## config.mk

```make
export PLATFORM = sky130hd
export DESIGN_NAME = ireg_bridge
export DESIGN_NICKNAME = d
export VERILOG_FILES = /design/src/rtl/ireg_bridge_pkg.sv /design/src/rtl/ireg_access_timer.sv /design/src/rtl/ireg_bank.sv /design/src/rtl/ireg_host_if.sv /design/src/rtl/ireg_bridge.sv
export SDC_FILE = /design/constraint.sdc
export NUM_CORES = 1
export LEC_CHECK = 0
export ABC_CLOCK_PERIOD_IN_PS = 3400
export BUFFER_PORTS_ARGS = -buffer_cell sky130_fd_sc_hd__buf_2
export CAP_MARGIN = 10
export CELL_PAD_IN_SITES_DETAIL_PLACEMENT = 1
export CELL_PAD_IN_SITES_GLOBAL_PLACEMENT = 1
export CORE_MARGIN = 3
export CORE_UTILIZATION = 40
export DETAILED_ROUTE_END_ITERATION = 8
export PLACE_DENSITY = 0.91
export SYNTH_ARGS = -nofsm -noshare
export SYNTH_HDL_FRONTEND = slang
export SYNTH_SLANG_ARGS = --single-unit
export TNS_END_PERCENT = 30
```

## constraint.sdc

```tcl
create_clock -name clk -period 3.4 [get_ports clk]
set_input_delay 0 -clock clk [delete_from_list [all_inputs] [get_ports clk]]
set_output_delay 0 -clock clk [all_outputs]
set_load 0.02 [all_outputs]
```

## src/rtl/ireg_bridge_pkg.sv

```systemverilog
package ireg_bridge_pkg;

    localparam int HOST_OFF_W = 2;
    localparam int IDX_W      = 5;
    localparam int IREG_W     = 16;
    localparam int HOST_W     = 32;
    localparam int WFLAG_BIT  = 31;
    localparam int STA_REGS   = 3;

    typedef enum logic [HOST_OFF_W-1:0] {
        HOFF_DATA = 2'd0,
        HOFF_ADDR = 2'd1,
        HOFF_STAT = 2'd2
    } host_off_e;

    localparam logic [IDX_W-1:0] IDX_MODE = 5'd0;
    localparam logic [IDX_W-1:0] IDX_CTRL = 5'd1;
    localparam logic [IDX_W-1:0] IDX_STA0 = 5'd4;

    localparam logic [IREG_W-1:0] MODE_RESET = 16'h0008;

    typedef struct packed {
        logic [IREG_W-1:0] mode;
        logic [IREG_W-1:0] ctrl;
        logic [STA_REGS-1:0][IREG_W-1:0] sta;
    } bank_t;

endpackage

```

## src/rtl/ireg_access_timer.sv

```systemverilog
module ireg_access_timer #(
    parameter int LAT = 8
) (
    input  logic clk,
    input  logic rst_n,
    input  logic start,
    output logic busy,
    output logic fire
);
    localparam int CNT_W = (LAT > 1) ? $clog2(LAT) : 1;
    localparam logic [CNT_W-1:0] CNT_LOAD = CNT_W'(LAT - 1);

    typedef struct packed {
        logic             busy;
        logic [CNT_W-1:0] cnt;
    } tmr_t;

    tmr_t s_d, s_q;

    always_comb begin
        s_d = s_q;
        if (s_q.busy) begin
            if (s_q.cnt == '0) s_d.busy = 1'b0;
            else               s_d.cnt  = s_q.cnt - 1'b1;
        end else if (start) begin
            s_d.busy = 1'b1;
            s_d.cnt  = CNT_LOAD;
        end
    end

    always_ff @(posedge clk) begin
        if (!rst_n) s_q <= '0;
        else        s_q <= s_d;
    end

    assign busy = s_q.busy;
    assign fire = s_q.busy && (s_q.cnt == '0);

    AST_BUSY_START: assert property (@(posedge clk) disable iff (!rst_n)
        (start && !busy) |=> busy);
    AST_BUSY_FALL: assert property (@(posedge clk) disable iff (!rst_n)
        fire |=> !busy);
    AST_NO_RESTART: assert property (@(posedge clk) disable iff (!rst_n)
        (busy && !fire) |=> (busy && s_q.cnt == $past(s_q.cnt) - 1'b1));

endmodule

```

## src/rtl/ireg_bank.sv

```systemverilog
module ireg_bank
    import ireg_bridge_pkg::*;
(
    input  logic              clk,
    input  logic              rst_n,
    input  logic              wr_en,
    input  logic [IDX_W-1:0]  idx,
    input  logic [IREG_W-1:0] wdata,
    output logic [IREG_W-1:0] rd_data,
    output logic [IREG_W-1:0] mode_bits,
    output logic [IREG_W-1:0] ctrl_bits,
    output logic [8*2*STA_REGS-1:0] station_addr
);
    bank_t b_d, b_q;
    logic  defined;

    always_comb begin
        b_d     = b_q;
        rd_data = '0;
        defined = 1'b0;
        if (idx == IDX_MODE) begin
            rd_data = b_q.mode;
            defined = 1'b1;
            if (wr_en) b_d.mode = wdata;
        end
        if (idx == IDX_CTRL) begin
            rd_data = b_q.ctrl;
            defined = 1'b1;
            if (wr_en) b_d.ctrl = wdata;
        end
        for (int i = 0; i < STA_REGS; i++) begin
            if (idx == IDX_STA0 + IDX_W'(i)) begin
                rd_data = b_q.sta[i];
                defined = 1'b1;
                if (wr_en) b_d.sta[i] = wdata;
            end
        end
    end

    always_ff @(posedge clk) begin
        if (!rst_n) begin
            b_q      <= '0;
            b_q.mode <= MODE_RESET;
        end else begin
            b_q <= b_d;
        end
    end

    assign mode_bits = b_q.mode;
    assign ctrl_bits = b_q.ctrl;

    // Station register g feeds octets 2g (high byte) and 2g+1 (low byte).
    for (genvar g = 0; g < STA_REGS; g++) begin : g_sta
        assign station_addr[8*2*STA_REGS-1-IREG_W*g -: IREG_W] = b_q.sta[g];
    end

    AST_BANK_STABLE: assert property (@(posedge clk) disable iff (!rst_n)
        !wr_en |=> $stable(b_q));
    AST_UNDEF_NO_WRITE: assert property (@(posedge clk) disable iff (!rst_n)
        (wr_en && !defined) |=> $stable(b_q));

endmodule

```

## src/rtl/ireg_host_if.sv

```systemverilog
module ireg_host_if
    import ireg_bridge_pkg::*;
(
    input  logic                  clk,
    input  logic                  rst_n,
    input  logic                  host_sel,
    input  logic                  host_we,
    input  logic [HOST_OFF_W-1:0] host_addr,
    input  logic [HOST_W-1:0]     host_wdata,
    output logic [HOST_W-1:0]     host_rdata,
    input  logic                  busy,
    input  logic                  fire,
    input  logic [IREG_W-1:0]     rd_data,
    output logic                  start,
    output logic                  bank_we,
    output logic [IDX_W-1:0]      idx,
    output logic [IREG_W-1:0]     wdata
);
    typedef struct packed {
        logic [IREG_W-1:0] data;
        logic [IDX_W-1:0]  idx;
        logic              wflag;
    } win_t;

    win_t w_d, w_q;
    logic host_wr;

    assign host_wr = host_sel && host_we;
    assign start   = host_wr && (host_addr == HOFF_ADDR) && !busy;

    always_comb begin
        w_d = w_q;
        if (start) begin
            w_d.idx   = host_wdata[IDX_W-1:0];
            w_d.wflag = host_wdata[WFLAG_BIT];
        end
        if (host_wr && (host_addr == HOFF_DATA) && !busy)
            w_d.data = host_wdata[IREG_W-1:0];
        if (fire && !w_q.wflag)
            w_d.data = rd_data;
    end

    always_ff @(posedge clk) begin
        if (!rst_n) w_q <= '0;
        else        w_q <= w_d;
    end

    always_comb begin
        host_rdata = '0;
        case (host_addr)
            HOFF_DATA: host_rdata[IREG_W-1:0] = w_q.data;
            HOFF_ADDR: begin
                host_rdata[IDX_W-1:0]  = w_q.idx;
                host_rdata[WFLAG_BIT]  = w_q.wflag;
            end
            HOFF_STAT: host_rdata[0] = busy;
            default:   host_rdata = '0;
        endcase
    end

    assign bank_we = fire && w_q.wflag;
    assign idx     = w_q.idx;
    assign wdata   = w_q.data;

    AST_DATA_HOLD: assert property (@(posedge clk) disable iff (!rst_n)
        (busy && !fire) |=> $stable(w_q.data));
    AST_TARGET_HOLD: assert property (@(posedge clk) disable iff (!rst_n)
        busy |=> $stable({w_q.idx, w_q.wflag}));

endmodule

```

## src/rtl/ireg_bridge.sv

```systemverilog
module ireg_bridge
    import ireg_bridge_pkg::*;
#(
    parameter int ACCESS_CYCLES = 8
) (
    input  logic        clk,
    input  logic        rst_n,
    input  logic        host_sel,
    input  logic        host_we,
    input  logic [1:0]  host_addr,
    input  logic [31:0] host_wdata,
    output logic [31:0] host_rdata,
    output logic        busy,
    output logic [47:0] station_addr,
    output logic [15:0] mode_bits,
    output logic [15:0] ctrl_bits
);
    logic              start, fire, bank_we;
    logic [IDX_W-1:0]  idx;
    logic [IREG_W-1:0] wdata, rd_data;

    ireg_host_if u_host (
        .clk        (clk),
        .rst_n      (rst_n),
        .host_sel   (host_sel),
        .host_we    (host_we),
        .host_addr  (host_addr),
        .host_wdata (host_wdata),
        .host_rdata (host_rdata),
        .busy       (busy),
        .fire       (fire),
        .rd_data    (rd_data),
        .start      (start),
        .bank_we    (bank_we),
        .idx        (idx),
        .wdata      (wdata)
    );

    ireg_access_timer #(.LAT(ACCESS_CYCLES)) u_timer (
        .clk   (clk),
        .rst_n (rst_n),
        .start (start),
        .busy  (busy),
        .fire  (fire)
    );

    ireg_bank u_bank (
        .clk          (clk),
        .rst_n        (rst_n),
        .wr_en        (bank_we),
        .idx          (idx),
        .wdata        (wdata),
        .rd_data      (rd_data),
        .mode_bits    (mode_bits),
        .ctrl_bits    (ctrl_bits),
        .station_addr (station_addr)
    );

endmodule

```

==> reports/qor_table.md, run 1 <==
| Parameter | Value | Unit |
|---|---|---|
| Die boundary width | 121.9 | um |
| Start-to-end type of the worst setup path | reg -> reg | - |
| Max Clock Freq | 0.4036 | GHz |
| Residual DRC count | 0 | - |
| Vertical extent of the die | 121.9 | um |
| Sort of element at the end of the critical path | register | - |
| Path depth of the worst reg2reg path | 6 | - |
| Fin area | 6376 | um2 |
| Worst slew slack as a fraction of its limit | 38.92 | % |
| Area overhead of the layout relative to synthesis | 18.59 | % |
| Total area of sequential cells | 2122 | um2 |
| Yosys top cell by area | sky130_fd_sc_hd__dfxtp_1 | - |
| Area of the multi-input gates | 2932 | um2 |
| FP Rows | 41 | - |
| Chain of cells forming the critical path | inv_1 > ha_1 > and4b_1 > nand3_1 > nand2_1 > a21boi_0 | - |
| Detailed Route Iter0 Violations | 655 | - |
| Placeable core area | 12880 | um2 |
| Initial standard-cell utilization of the core | 41.75 | % |
| Delay of the slowest cell on the worst path | 710 | ps |
| Hold path depth | 3 | - |
| Hold Fails Final Rpt | 0 | - |
| Async set-reset flop share out of synthesis | 0 | % |
| Average wire per standard cell | 23.63 | um |
| Pin count of the biggest net entering global routing | 85 | - |
| Synthesized area per cell | 8.589 | um2 |
| Seq/Total Area, Yosys | 39.47 | % |
| Clock insertion delay at the later pin of the skew report | 360 | ps |
| Wirelength, routed | 21240 | um |
| Number of placed instances with taps included | 869 | - |
| Post-route clock skew | 11.46 | ps |
| Die Footprint | 14870 | um2 |
| Power Dens Cells | 400.7 | nW/um2 |
| WP depth | 6 | - |
| Dominant register cell in the synthesized netlist | sky130_fd_sc_hd__dfxtp_1 | - |
| Total Neg Setup Slack | 0 | ps |
| Type of origin of the critical path | register | - |
| Count of antenna-violating nets left after detailed routing | 0 | - |
| GRT Residual Overflow | 0 | - |
| Crit path DAT | 2700 | ps |
| Cell family with the largest share of critical-path delay | simple AND/OR/NAND/NOR gates | - |
| Number of distinct library cells after synthesis | 40 | - |
| Synth top area share | 39.47 | % |
| Vias per std cell | 6.080 | - |
| Result of the run | finished clean | - |
| Clock sink count | 106 | - |
| Via count of the first global-routing pass | 5748 | - |
| Reported leakage power | 2.782 | nW |
| Final count of pins violating max slew | 0 | - |
| Count of max-cap constraint violations | 0 | - |
| RSZ-0062 raised after global routing | false | - |
| CTS max path bufs | 2 | - |
| Slew at the pin closest to its max-slew limit | 913.1 | ps |
| Total vias in the final route | 5466 | - |
| Boundary Pins | 151 | - |
| Most common cell after layout, fill and taps aside | sky130_fd_sc_hd__buf_2 | - |
| Max rail drop VDD | 0.0002361 | V |
| Buffers inserted during post-CTS setup optimization | 0 | - |
| Number of nets at the end of the flow | 761 | - |
| Number of buffers created by CTS | 9 | - |
| Share of final-layout standard cells stronger than drive strength 1 | 20.80 | % |
| Total of endpoints with negative setup slack in the final report | 0 | - |
| Final cycle utilization of the critical path | 72.88 | % |
| Flop and latch count out of synthesis | 106 | - |
| Synthesis warning total | 0 | - |
| HPWL Detailed | 13410 | um |
| Number of detailed-routing iterations run before antenna repair | 5 | - |
| Layout filler cell count | 1555 | - |
| Post-synthesis instance area | 5376 | um2 |
| Post-synth EDFFs | 0 | - |
| Most frequent cells in the layout | sky130_fd_sc_hd__buf_2 (120), sky130_fd_sc_hd__nand2_1 (107), sky130_fd_sc_hd__dfxtp_1 (106) | - |
| GRT Resource Usage Total | 28.59 | % |
| Number of buffer and inverter stages on the critical path | 1 | - |
| Total Power | 2.555 | mW |
| Post-place instance area | 5926 | um2 |
| Final cell count without fillers | 899 | - |
| Input/output buffers | 120 | - |
| Master cell of the clock root buffer | sky130_fd_sc_hd__clkbuf_16 | - |
| CTS tree | done | - |
| Type of the worst min-delay path | in -> reg | - |
| First-pass GRT wire length | 33050 | um |
| Initial antenna violation count | 0 | - |
| Maximum fanout encountered on the critical timing path | 16 | - |
| Post-synthesis cell count | 626 | - |
| Data required, critical path | 3620 | ps |
| Clock slew at reported path FFs | 80 | ps |
| Number of gates resized after CTS | 0 | - |
| Critical path's slowest cell | sky130_fd_sc_hd__nand3_1 | - |
| Gp weighted congestion | 0.9204 | - |
| Tmin final | 2478 | ps |
| H-tree depth | 3 | - |
| Top area cells in the synthesized netlist | sky130_fd_sc_hd__dfxtp_1 (39%), sky130_fd_sc_hd__nand2_1 (7.5%), sky130_fd_sc_hd__mux2i_1 (6.9%) | - |
==> where the power goes <==
| group | switching (mW) | internal (mW) | leakage (nW) |
|---|---|---|---|
| registers | 0.0340 | 1.25 | 0.855 |
| clock network | 0.510 | 0.574 | 0.139 |
| logic | 0.113 | 0.0700 | 1.79 |
| total | 0.657 | 1.90 | 2.78 |
==> cell type report <==
| cell class | instances | share of cell area (%) |
|---|---|---|
| Tap cell | 172 | 3.375 |
| Multi-Input combinational cell | 461 | 45.98 |
| Inverter | 2 | 0.1177 |
| Timing Repair Buffer | 141 | 12.56 |
| Clock inverter | 6 | 1.060 |
| Antenna cell | 1 | 0.03925 |
| Clock buffer | 10 | 3.591 |
| Sequential cell | 106 | 33.28 |
==> registers in the layout (all words and copies together) (netlist names) <==
signal,flops
u_timer.s_q,3
u_timer.busy,1
u_bank.station_addr,48
u_bank.mode_bits,16
u_host.wdata,16
u_bank.ctrl_bits,16
u_host.idx,5
u_host.w_q,1
==> what timing repair did <==
item	CTS	global route
hold buffers	12	0
endpoints found under the setup margin	0	0
endpoints found under the hold margin	12	0
==> worst paths after layout <==
| path | from | end | slack [ps] |
|---|---|---|---|
| min | host_wdata[6] | u_host.wdata[6]$_SDFFE_PN0P_ | 10 |
| min reg2reg | u_bank.station_addr[40]$_SDFFE_PN0P_ | u_bank.station_addr[40]$_SDFFE_PN0P_ | 480 |
| max | u_timer.s_q[0]$_SDFFE_PN0P_ | u_bank.station_addr[20]$_SDFFE_PN0P_ | 920 |
| max reg2reg | u_timer.s_q[0]$_SDFFE_PN0P_ | u_bank.station_addr[20]$_SDFFE_PN0P_ | 920 |
==> cell families (layout without fill, tap and decap cells) <==
logic type | count (synthesis) | count (layout) | synth area share, %
muxes | 38 | 38 | 7.098
and+or+nand+nor | 232 | 232 | 22.34
DFF | 106 | 106 | 39.47
other | 1 | 16 | 0.06975
xor gates and xnor gates | 2 | 2 | 0.3259
adders and majority gates | 2 | 2 | 0.4654
buffers and inverters | 73 | 159 | 7.191
AOI/OAI and AO/OA | 172 | 172 | 23.04
==> stage by stage <==
| step | hold WS (ps) | util, % | setup slack, ps |
|---|---|---|---|
| detailed placement | 296.3 | 46.02 | 1162 |
| global route | 33.40 | 49.50 | 766.4 |
| global placement | 264.6 | 46.02 | 1309 |
| finish | 10.79 | 49.52 | 922.0 |
| floorplan | 156.1 | - | 1775 |
| CTS | 3.251 | 49.26 | 1028 |
==> tightest hold or removal path: stages <==
cell                       delay (ps)
sky130_fd_sc_hd__buf_2            100
sky130_fd_sc_hd__o211ai_1          90
sky130_fd_sc_hd__a21oi_1          140
==> per-layer routing <==
layer  vias up  track usage, %  part of all wire, %  routed length, um
li1       2346               -                    -                  -
met1      2682           35.61                   40               8405
met2       337           45.96                   47               9951
met3       101           6.314                  8.9               1886
met4         0           15.76                  4.7                995
met5         -               0                    0                  0
==> cell usage after synthesis (10+ instances only) <==
cell	instances
sky130_fd_sc_hd__a21boi_0	28
sky130_fd_sc_hd__a21boi_1	30
sky130_fd_sc_hd__a21oi_1	16
sky130_fd_sc_hd__a221o_1	16
sky130_fd_sc_hd__and2_1	11
sky130_fd_sc_hd__buf_2	18
sky130_fd_sc_hd__buf_4	22
sky130_fd_sc_hd__clkbuf_1	26
sky130_fd_sc_hd__dfxtp_1	106
sky130_fd_sc_hd__mux2i_1	37
sky130_fd_sc_hd__nand2_1	107
sky130_fd_sc_hd__nand3_1	10
sky130_fd_sc_hd__nand3b_1	16
sky130_fd_sc_hd__nor2_1	22
sky130_fd_sc_hd__nor2b_1	49
sky130_fd_sc_hd__o211ai_1	32
sky130_fd_sc_hd__o21ai_0	31
sky130_fd_sc_hd__o22a_1	16
Note: power is estimated with default switching activity, not from simulation.
==> run 2: changes to the inputs <==
--- a/config.mk
+++ b/config.mk
@@ -5,15 +5,15 @@
 export SDC_FILE = /design/constraint.sdc
 export NUM_CORES = 1
 export LEC_CHECK = 0
-export ABC_CLOCK_PERIOD_IN_PS = 3400
+export ABC_CLOCK_PERIOD_IN_PS = 2020
 export BUFFER_PORTS_ARGS = -buffer_cell sky130_fd_sc_hd__buf_2
 export CAP_MARGIN = 10
 export CELL_PAD_IN_SITES_DETAIL_PLACEMENT = 1
 export CELL_PAD_IN_SITES_GLOBAL_PLACEMENT = 1
 export CORE_MARGIN = 3
-export CORE_UTILIZATION = 40
+export CORE_UTILIZATION = 35
 export DETAILED_ROUTE_END_ITERATION = 8
-export PLACE_DENSITY = 0.91
+export PLACE_DENSITY = 0.85
 export SYNTH_ARGS = -nofsm -noshare
 export SYNTH_HDL_FRONTEND = slang
 export SYNTH_SLANG_ARGS = --single-unit
==> constraint.sdc (replaced) <==
create_clock -name clk -period 2.02 [get_ports clk]
set_input_delay 0 -clock clk [delete_from_list [all_inputs] [get_ports clk]]
set_output_delay 0 -clock clk [all_outputs]
set_load 0.02 [all_outputs]
==> run 2 against run 1 <==
Against the previous run:
- fmax grew 32%
- core utilization down 5.3 points
- clock skew down 3.5 ps
- first-iteration DRC count down 31%
- critical endpoint is now u_bank.mode_bits[7]$_SDFFE_PN0P_
- highest routed layer unchanged
==> reports/qor_table.md, run 2 (synthesis results as in run 1) <==
| Parameter | Value | Unit | Delta |
|---|---|---|---|
| Result of the run | finished clean | - |  |
| Net switching fraction of the power | 24.64 | % | -1.1 points |
| Die boundary width | 129.9 | um | +6.6% |
| Sort of element at the end of the critical path | register | - |  |
| Setup WS pre-CTS | 53.68 | ps | -1109 ps |
| Detailed Route Iter0 Violations | 452 | - | -31% |
| Clock insertion delay at the later pin of the skew report | 350 | ps | about the same |
| Data required, critical path | 2260 | ps | -1360 ps |
| Hold path start | host_wdata[10] | - |  |
| Post-route clock skew | 7.946 | ps | -3.513 ps |
| CTS max path bufs | 2 | - | unchanged |
| Initial standard-cell utilization of the core | 36.44 | % | -5.3 points |
| Count of antenna-violating nets left after detailed routing | 0 | - | unchanged |
| HPWL Detailed | 12820 | um | -4.4% |
| Reg2reg start | u_timer.s_q[0]$_SDFFE_PN0P_ | - |  |
| Clock network fraction of design power | 42.0 | % | -0.4 points |
| Internal power contribution | 3.199 | mW | +69% |
| Average wire per standard cell | 19.42 | um | -18% |
| Clock sink count | 106 | - | unchanged |
| Type of the worst min-delay path | in -> reg | - |  |
| Capture endpoint of the worst hold path | u_host.wdata[10]$_SDFFE_PN0P_ | - |  |
| Wirelength, routed | 17980 | um | -15% |
| Flip-flop count of the largest register, all copies and words added | 48 | - | unchanged |
| FP Rows | 44 | - | +7.3% |
| Count of max-cap constraint violations | 0 | - | unchanged |
| Crit path DAT | 2120 | ps | -580 ps |
| Gp weighted congestion | 0.8348 | - | -9.3% |
| Number of buffers created by CTS | 9 | - | unchanged |
| Critical path's slowest cell | sky130_fd_sc_hd__and4b_2 | - |  |
| Most common cell after layout, fill and taps aside | sky130_fd_sc_hd__buf_2 | - |  |
| Boundary Pins | 151 | - | unchanged |
| Total vias in the final route | 4951 | - | -9.4% |
| Initial antenna violation count | 0 | - | unchanged |
| Clock slew at reported path FFs | 70 | ps | about the same |
| Number of placed instances with taps included | 898 | - | +3.3% |
| Via count of the first global-routing pass | 4986 | - | -13% |
| Hold path depth | 3 | - | unchanged |
| First-pass GRT wire length | 27900 | um | -16% |
| Final cell count without fillers | 926 | - | +3.0% |
| Post-place instance area | 6095 | um2 | +2.9% |
| Chain of cells forming the critical path | inv_1 > ha_1 > and4b_2 > nand3_4 > mux2i_1 > nor2b_1 | - |  |
| Max rail drop VDD | 0.0003722 | V | +58% |
| Utilization of the core after routing | 44.19 | % | -5.3 points |
| Met3 Usage GRT | 3.889 | % | -2.4 points |
| Comb power frac | 7.0 | % | -0.2 points |
| Area overhead of the layout relative to synthesis | 21.27 | % |  |
| CTS tree | done | - |  |
| Die Footprint | 16880 | um2 | +14% |
| Number of detailed-routing iterations run before antenna repair | 5 | - | unchanged |
| GRT Resource Usage Total | 21.03 | % | -7.6 points |
| Start-to-end type of the worst setup path | reg -> reg | - |  |
| Placeable core area | 14750 | um2 | +15% |
| Worst-case setup margin in the final layout | 141.5 | ps | -780.6 ps |
| Delay of the slowest cell on the worst path | 420 | ps | -290 ps |
| Reported leakage power | 2.864 | nW | +2.9% |
| Maximum fanout encountered on the critical timing path | 16 | - | unchanged |
| Vertical extent of the die | 129.9 | um | +6.6% |
| Switching component of the power | 1.046 | mW | +59% |
| Met1 routing resource usage after global routing | 28.84 | % | -6.8 points |
| GRT Residual Overflow | 0 | - | unchanged |
| Sequential share of power | 51.0 | % | +0.6 points |
| Number of nets at the end of the flow | 777 | - | +2.1% |
| Share of final-layout standard cells stronger than drive strength 1 | 23.18 | % | +2.4 points |
| Fin area | 6520 | um2 | +2.3% |
| Type of origin of the critical path | register | - |  |
| Final cycle utilization of the critical path | 93.00 | % | +20 points |
| Power Dens Cells | 651.1 | nW/um2 | +63% |
| Worst hold slack after final layout | 5.502 | ps | -5.288 ps |
| Tmin final | 1879 | ps | -599.4 ps |
| Vias per std cell | 5.347 | - | -12% |
| RSZ-0062 raised after global routing | false | - |  |
| M2 GR Usage | 33.24 | % | -13 points |
| R2R Path End | u_bank.mode_bits[7]$_SDFFE_PN0P_ | - |  |
| Total Neg Setup Slack | 0 | ps | unchanged |
| Worst reg2reg setup slack | 140 | ps | -780 ps |
| Final count of pins violating max slew | 0 | - | unchanged |
| Total Power | 4.245 | mW | +66% |
| Ant diodes | 0 | - | -1 |
| Total of endpoints with negative setup slack in the final report | 0 | - | unchanged |
| H-tree depth | 3 | - | unchanged |
| Slew at the pin closest to its max-slew limit | 676.1 | ps | -237.0 ps |
| Most crowded layer after global routing | met2 | - |  |
| Master cell of the clock root buffer | sky130_fd_sc_hd__clkbuf_16 | - |  |
| Max Clock Freq | 0.5323 | GHz | +32% |
| Pin count of the biggest net entering global routing | 107 | - | +26% |
| Most frequent cells in the layout | sky130_fd_sc_hd__buf_2 (120), sky130_fd_sc_hd__nand2_1 (107), sky130_fd_sc_hd__dfxtp_1 (105) | - |  |
| Residual DRC count | 0 | - | unchanged |
| Path depth of the worst reg2reg path | 6 | - | unchanged |
| Worst slew slack as a fraction of its limit | 54.93 | % | +16 points |
| Input/output buffers | 120 | - | unchanged |
| Hold Fails Final Rpt | 0 | - | unchanged |
run 2: metal layers:
metal	routed length [um]	share of wire, %
met5	0	0
met4	450	2.5
met3	979	5.4
met2	8389	47
met1	8165	45
run 2: how the worst max path moves through the flow:
stage	startpoint	endpoint	cells after the start
finish	u_timer.s_q[0]$_SDFFE_PN0P_	u_bank.mode_bits[7]$_SDFFE_PN0P_	6
global route	u_timer.s_q[0]$_SDFFE_PN0P_	u_bank.station_addr[34]$_SDFFE_PN0P_	7
CTS	u_timer.s_q[0]$_SDFFE_PN0P_	u_host.wdata[15]$_SDFFE_PN0P_	7
detailed placement	u_timer.s_q[0]$_SDFFE_PN0P_	u_bank.mode_bits[13]$_SDFFE_PN0P_	6
global placement	u_timer.s_q[0]$_SDFFE_PN0P_	u_bank.mode_bits[3]$_SDFFE_PN1P_	6
floorplan	u_timer.s_q[0]$_SDFFE_PN0P_	u_bank.station_addr[21]$_SDFFE_PN0P_	8
run 2: critical path: cells and delay by family, from the launching register on:
family / cells / cell delay [ps]
flops: 1 / 300
simple gates: 3 / 830
buf+inv: 1 / 100
mux: 1 / 300
fa+ha+maj: 1 / 230
run 2: power by group through the flow:
stage | registers [mW] | logic (mW) | clock network (mW)
2_1_floorplan | 2.19 | 0.214 | 0
3_3_place_gp | 2.21 | 0.267 | 0
3_5_place_dp | 2.21 | 0.272 | 0
4_1_cts | 2.16 | 0.290 | 1.80
5_1_grt | 2.17 | 0.320 | 1.90
6_report | 2.17 | 0.298 | 1.78
run 2: timing repair:
action | in CTS | in global routing
setup endpoints to repair | 1 | 3
endpoints found under the hold margin | 12 | 1
gates resized for setup | 1 | 3
pin swaps | 0 | 0
hold buffers | 11 | 1
setup buffers | 0 | 0
run 2: final cells by class:
class / count / area, um2
clock buffer: 10 / 229.0
clock inverter: 6 / 65.06
fill: 1825 / 8234
inverter: 2 / 7.507
multi-input combinational: 461 / 2932
sequential: 106 / 2123
tap: 184 / 230.2
timing repair buffer: 157 / 933.4
==> run 3: changes to the inputs <==
--- a/config.mk
+++ b/config.mk
@@ -5,15 +5,15 @@
 export SDC_FILE = /design/constraint.sdc
 export NUM_CORES = 1
 export LEC_CHECK = 0
-export ABC_CLOCK_PERIOD_IN_PS = 2020
+export ABC_CLOCK_PERIOD_IN_PS = 2000
 export BUFFER_PORTS_ARGS = -buffer_cell sky130_fd_sc_hd__buf_2
 export CAP_MARGIN = 10
 export CELL_PAD_IN_SITES_DETAIL_PLACEMENT = 1
 export CELL_PAD_IN_SITES_GLOBAL_PLACEMENT = 1
 export CORE_MARGIN = 3
-export CORE_UTILIZATION = 35
+export CORE_UTILIZATION = 38
 export DETAILED_ROUTE_END_ITERATION = 8
-export PLACE_DENSITY = 0.85
+export PLACE_DENSITY = 0.87
 export SYNTH_ARGS = -nofsm -noshare
 export SYNTH_HDL_FRONTEND = slang
 export SYNTH_SLANG_ARGS = --single-unit
==> constraint.sdc (replaced) <==
create_clock -name clk -period 2 [get_ports clk]
set_input_delay 0 -clock clk [delete_from_list [all_inputs] [get_ports clk]]
set_output_delay 0 -clock clk [all_outputs]
set_load 0.02 [all_outputs]
==> run 3 against run 2 <==
Against the previous run:
- flip-flop and latch count unchanged
- worst setup slack worse by 110 ps
- clock power about the same
- final area up 0.56%
- register-to-register slack got worse by 110 ps
- critical path depth decreased by 1
- power up 1.8%
- count of clock-buffer cells in the layout rose by 1
==> reports/qor_table.md, run 3 (synthesis results as in run 1) <==
| Parameter | Value | Unit | Delta |
|---|---|---|---|
| Power Dens Cells | 659.3 | nW/um2 | +1.2% |
| Number of detailed-routing iterations run before antenna repair | 5 | - | unchanged |
| Residual DRC count | 0 | - | unchanged |
| Final cell count without fillers | 921 | - | -0.54% |
| Initial antenna violation count | 0 | - | unchanged |
| Final cycle utilization of the critical path | 98.51 | % | +5.5 points |
| GRT Resource Usage Total | 24.26 | % | +3.2 points |
| H-tree depth | 3 | - | unchanged |
| Share of final-layout standard cells stronger than drive strength 1 | 23.49 | % | +0.31 points |
| Count of antenna-violating nets left after detailed routing | 0 | - | unchanged |
| Tmin final | 1970 | ps | +91.72 ps |
| Setup WS pre-CTS | 35.61 | ps | -18.07 ps |
| Pin count of the biggest net entering global routing | 107 | - | unchanged |
| Average wire per standard cell | 22.98 | um | +18% |
| Initial standard-cell utilization of the core | 39.65 | % | +3.2 points |
| Input/output buffers | 120 | - | unchanged |
| Start-to-end type of the worst setup path | reg -> reg | - |  |
| Total area of sequential cells | 2122 | um2 | about the same |
| Number of nets at the end of the flow | 780 | - | +0.39% |
| Sort of element at the end of the critical path | register | - |  |
| Ant diodes | 0 | - | unchanged |
| Chain of cells forming the critical path | nor4bb_2 > buf_4 > nand2_1 > nand2_1 > a21boi_0 | - |  |
| Type of the worst min-delay path | in -> reg | - |  |
| Cell mode on critical path | sky130_fd_sc_hd__nand2_1 | - |  |
| Reported leakage power | 2.872 | nW | +0.28% |
| Clock insertion delay at the later pin of the skew report | 360 | ps | about the same |
| Total vias in the final route | 5460 | - | +10% |
| Detailed Route Iter0 Violations | 640 | - | +42% |
| FP Rows | 42 | - | -4.5% |
| Placeable core area | 13560 | um2 | -8.1% |
| Data required, critical path | 2190 | ps | -70 ps |
| Wirelength, routed | 21170 | um | +18% |
| Worst reg2reg setup slack | 30 | ps | -110 ps |
| HPWL Detailed | 13300 | um | +3.8% |
| Max Clock Freq | 0.5075 | GHz | -4.7% |
| Via count of the first global-routing pass | 5460 | - | +9.5% |
| Most frequent cells in the layout | sky130_fd_sc_hd__buf_2 (120), sky130_fd_sc_hd__nand2_1 (107), sky130_fd_sc_hd__dfxtp_1 (106) | - |  |
| Most common cell after layout, fill and taps aside | sky130_fd_sc_hd__buf_2 | - |  |
| Gp weighted congestion | 0.9553 | - | +14% |
| Total of endpoints with negative setup slack in the final report | 0 | - | unchanged |
| Final count of pins violating max slew | 0 | - | unchanged |
| Number of buffers created by CTS | 9 | - | unchanged |
| CTS tree | done | - |  |
| Utilization of the core after routing | 48.36 | % | +4.2 points |
| Number of placed instances with taps included | 887 | - | -1.2% |
| Flip-flop count of the largest register, all copies and words added | 48 | - | unchanged |
| Result of the run | finished clean | - |  |
| Clock slew at reported path FFs | 70 | ps | about the same |
| Area of the multi-input gates | 2957 | um2 | +0.85% |
| Layout filler cell count | 1632 | - | -11% |
| Crit path DAT | 2160 | ps | +40 ps |
| Die Footprint | 15610 | um2 | -7.5% |
| Die boundary width | 124.9 | um | -3.8% |
| Clock sink count | 106 | - | unchanged |
| GRT Residual Overflow | 0 | - | unchanged |
| Count of max-cap constraint violations | 0 | - | unchanged |
| Delay of the slowest cell on the worst path | 430 | ps | about the same |
| Area overhead of the layout relative to synthesis | 21.95 | % |  |
| Vias per std cell | 5.928 | - | +11% |
| CTS max path bufs | 2 | - | unchanged |
| Boundary Pins | 151 | - | unchanged |
| Maximum fanout encountered on the critical timing path | 10 | - | -6 |
| Worst slew slack as a fraction of its limit | 64.70 | % | +9.8 points |
| Max rail drop VDD | 0.0004238 | V | +14% |
| First-pass GRT wire length | 30680 | um | +10% |
| Master cell of the clock root buffer | sky130_fd_sc_hd__clkbuf_16 | - |  |
| Vertical extent of the die | 124.9 | um | -3.8% |
| Hold Fails Final Rpt | 0 | - | unchanged |
| Type of origin of the critical path | register | - |  |
| Worst-case setup margin in the final layout | 29.74 | ps | -111.7 ps |
| Slew at the pin closest to its max-slew limit | 523.7 | ps | -152.4 ps |
| Post-route clock skew | 11.03 | ps | +3.087 ps |
| Critical path's slowest cell | sky130_fd_sc_hd__dfxtp_1 | - |  |
-- run 3: path summary, 6_finish.rpt --
| path | from | to | cells after the start |
|---|---|---|---|
| worst max-delay path | u_timer.busy$_SDFF_PN0_ | u_host.idx[0]$_SDFFE_PN0P_ | 5 |
| worst min register to register | u_bank.station_addr[46]$_SDFFE_PN0P_ | u_bank.station_addr[46]$_SDFFE_PN0P_ | 2 |
| worst min-delay path | host_wdata[8] | u_host.wdata[8]$_SDFFE_PN0P_ | 3 |
| worst max register to register | u_timer.busy$_SDFF_PN0_ | u_host.idx[0]$_SDFFE_PN0P_ | 5 |
-- run 3: repair_timing --
item,in CTS,in global routing
resized for setup,1,9
buffers inserted,0,4
pin swaps,0,1
endpoints found under the setup margin,3,24
hold buffers,13,0
endpoints found under the hold margin,14,0
-- run 3: final cells by class --
type,instances,area share [%]
multi-input combinational,461,45.10
sequential,106,32.37
timing repair buffer,160,14.68
clock buffer,11,3.550
tap,176,3.359
clock inverter,5,0.8397
inverter,2,0.1145
-- run 3: report_power, final --
part | total, mW | internal, mW | switching, mW
clock | 1.81 | 0.970 | 0.837
sequential | 2.19 | 2.13 | 0.0597
combinational | 0.324 | 0.130 | 0.194
-- run 3: layer usage --
layer  part of all wire (%)  global-route usage (%)  vias to the layer above
met4                    4.6                   9.566                        0
met2                     46                   40.14                      329
met5                      0                       0                        -
li1                       -                       -                     2379
met1                     41                   31.25                     2672
met3                    8.3                   4.861                       80
-- run 3: metrics by stage --
| stage | area [um2] | hold slack [ps] | TNS, ps | total power, mW |
|---|---|---|---|---|
| 2_1_floorplan | 5429 | 156.1 | 0 | 2.423 |
| 5_1_grt | 6556 | 53.01 | -86.33 | 4.432 |
| 3_5_place_dp | 6048 | 276.1 | 0 | 2.505 |
| 3_3_place_gp | 6048 | 268.0 | 0 | 2.492 |
| 4_1_cts | 6467 | 2.524 | 0 | 4.259 |
| 6_report | 6556 | 24.65 | 0 | 4.322 |
-- run 3: critical path, delay by kind of cell (launching register included) --
family | cells | cell delay [ps]
buf+inv | 1 | 230
compound gates | 1 | 200
flops | 1 | 430
simple gates | 3 | 950
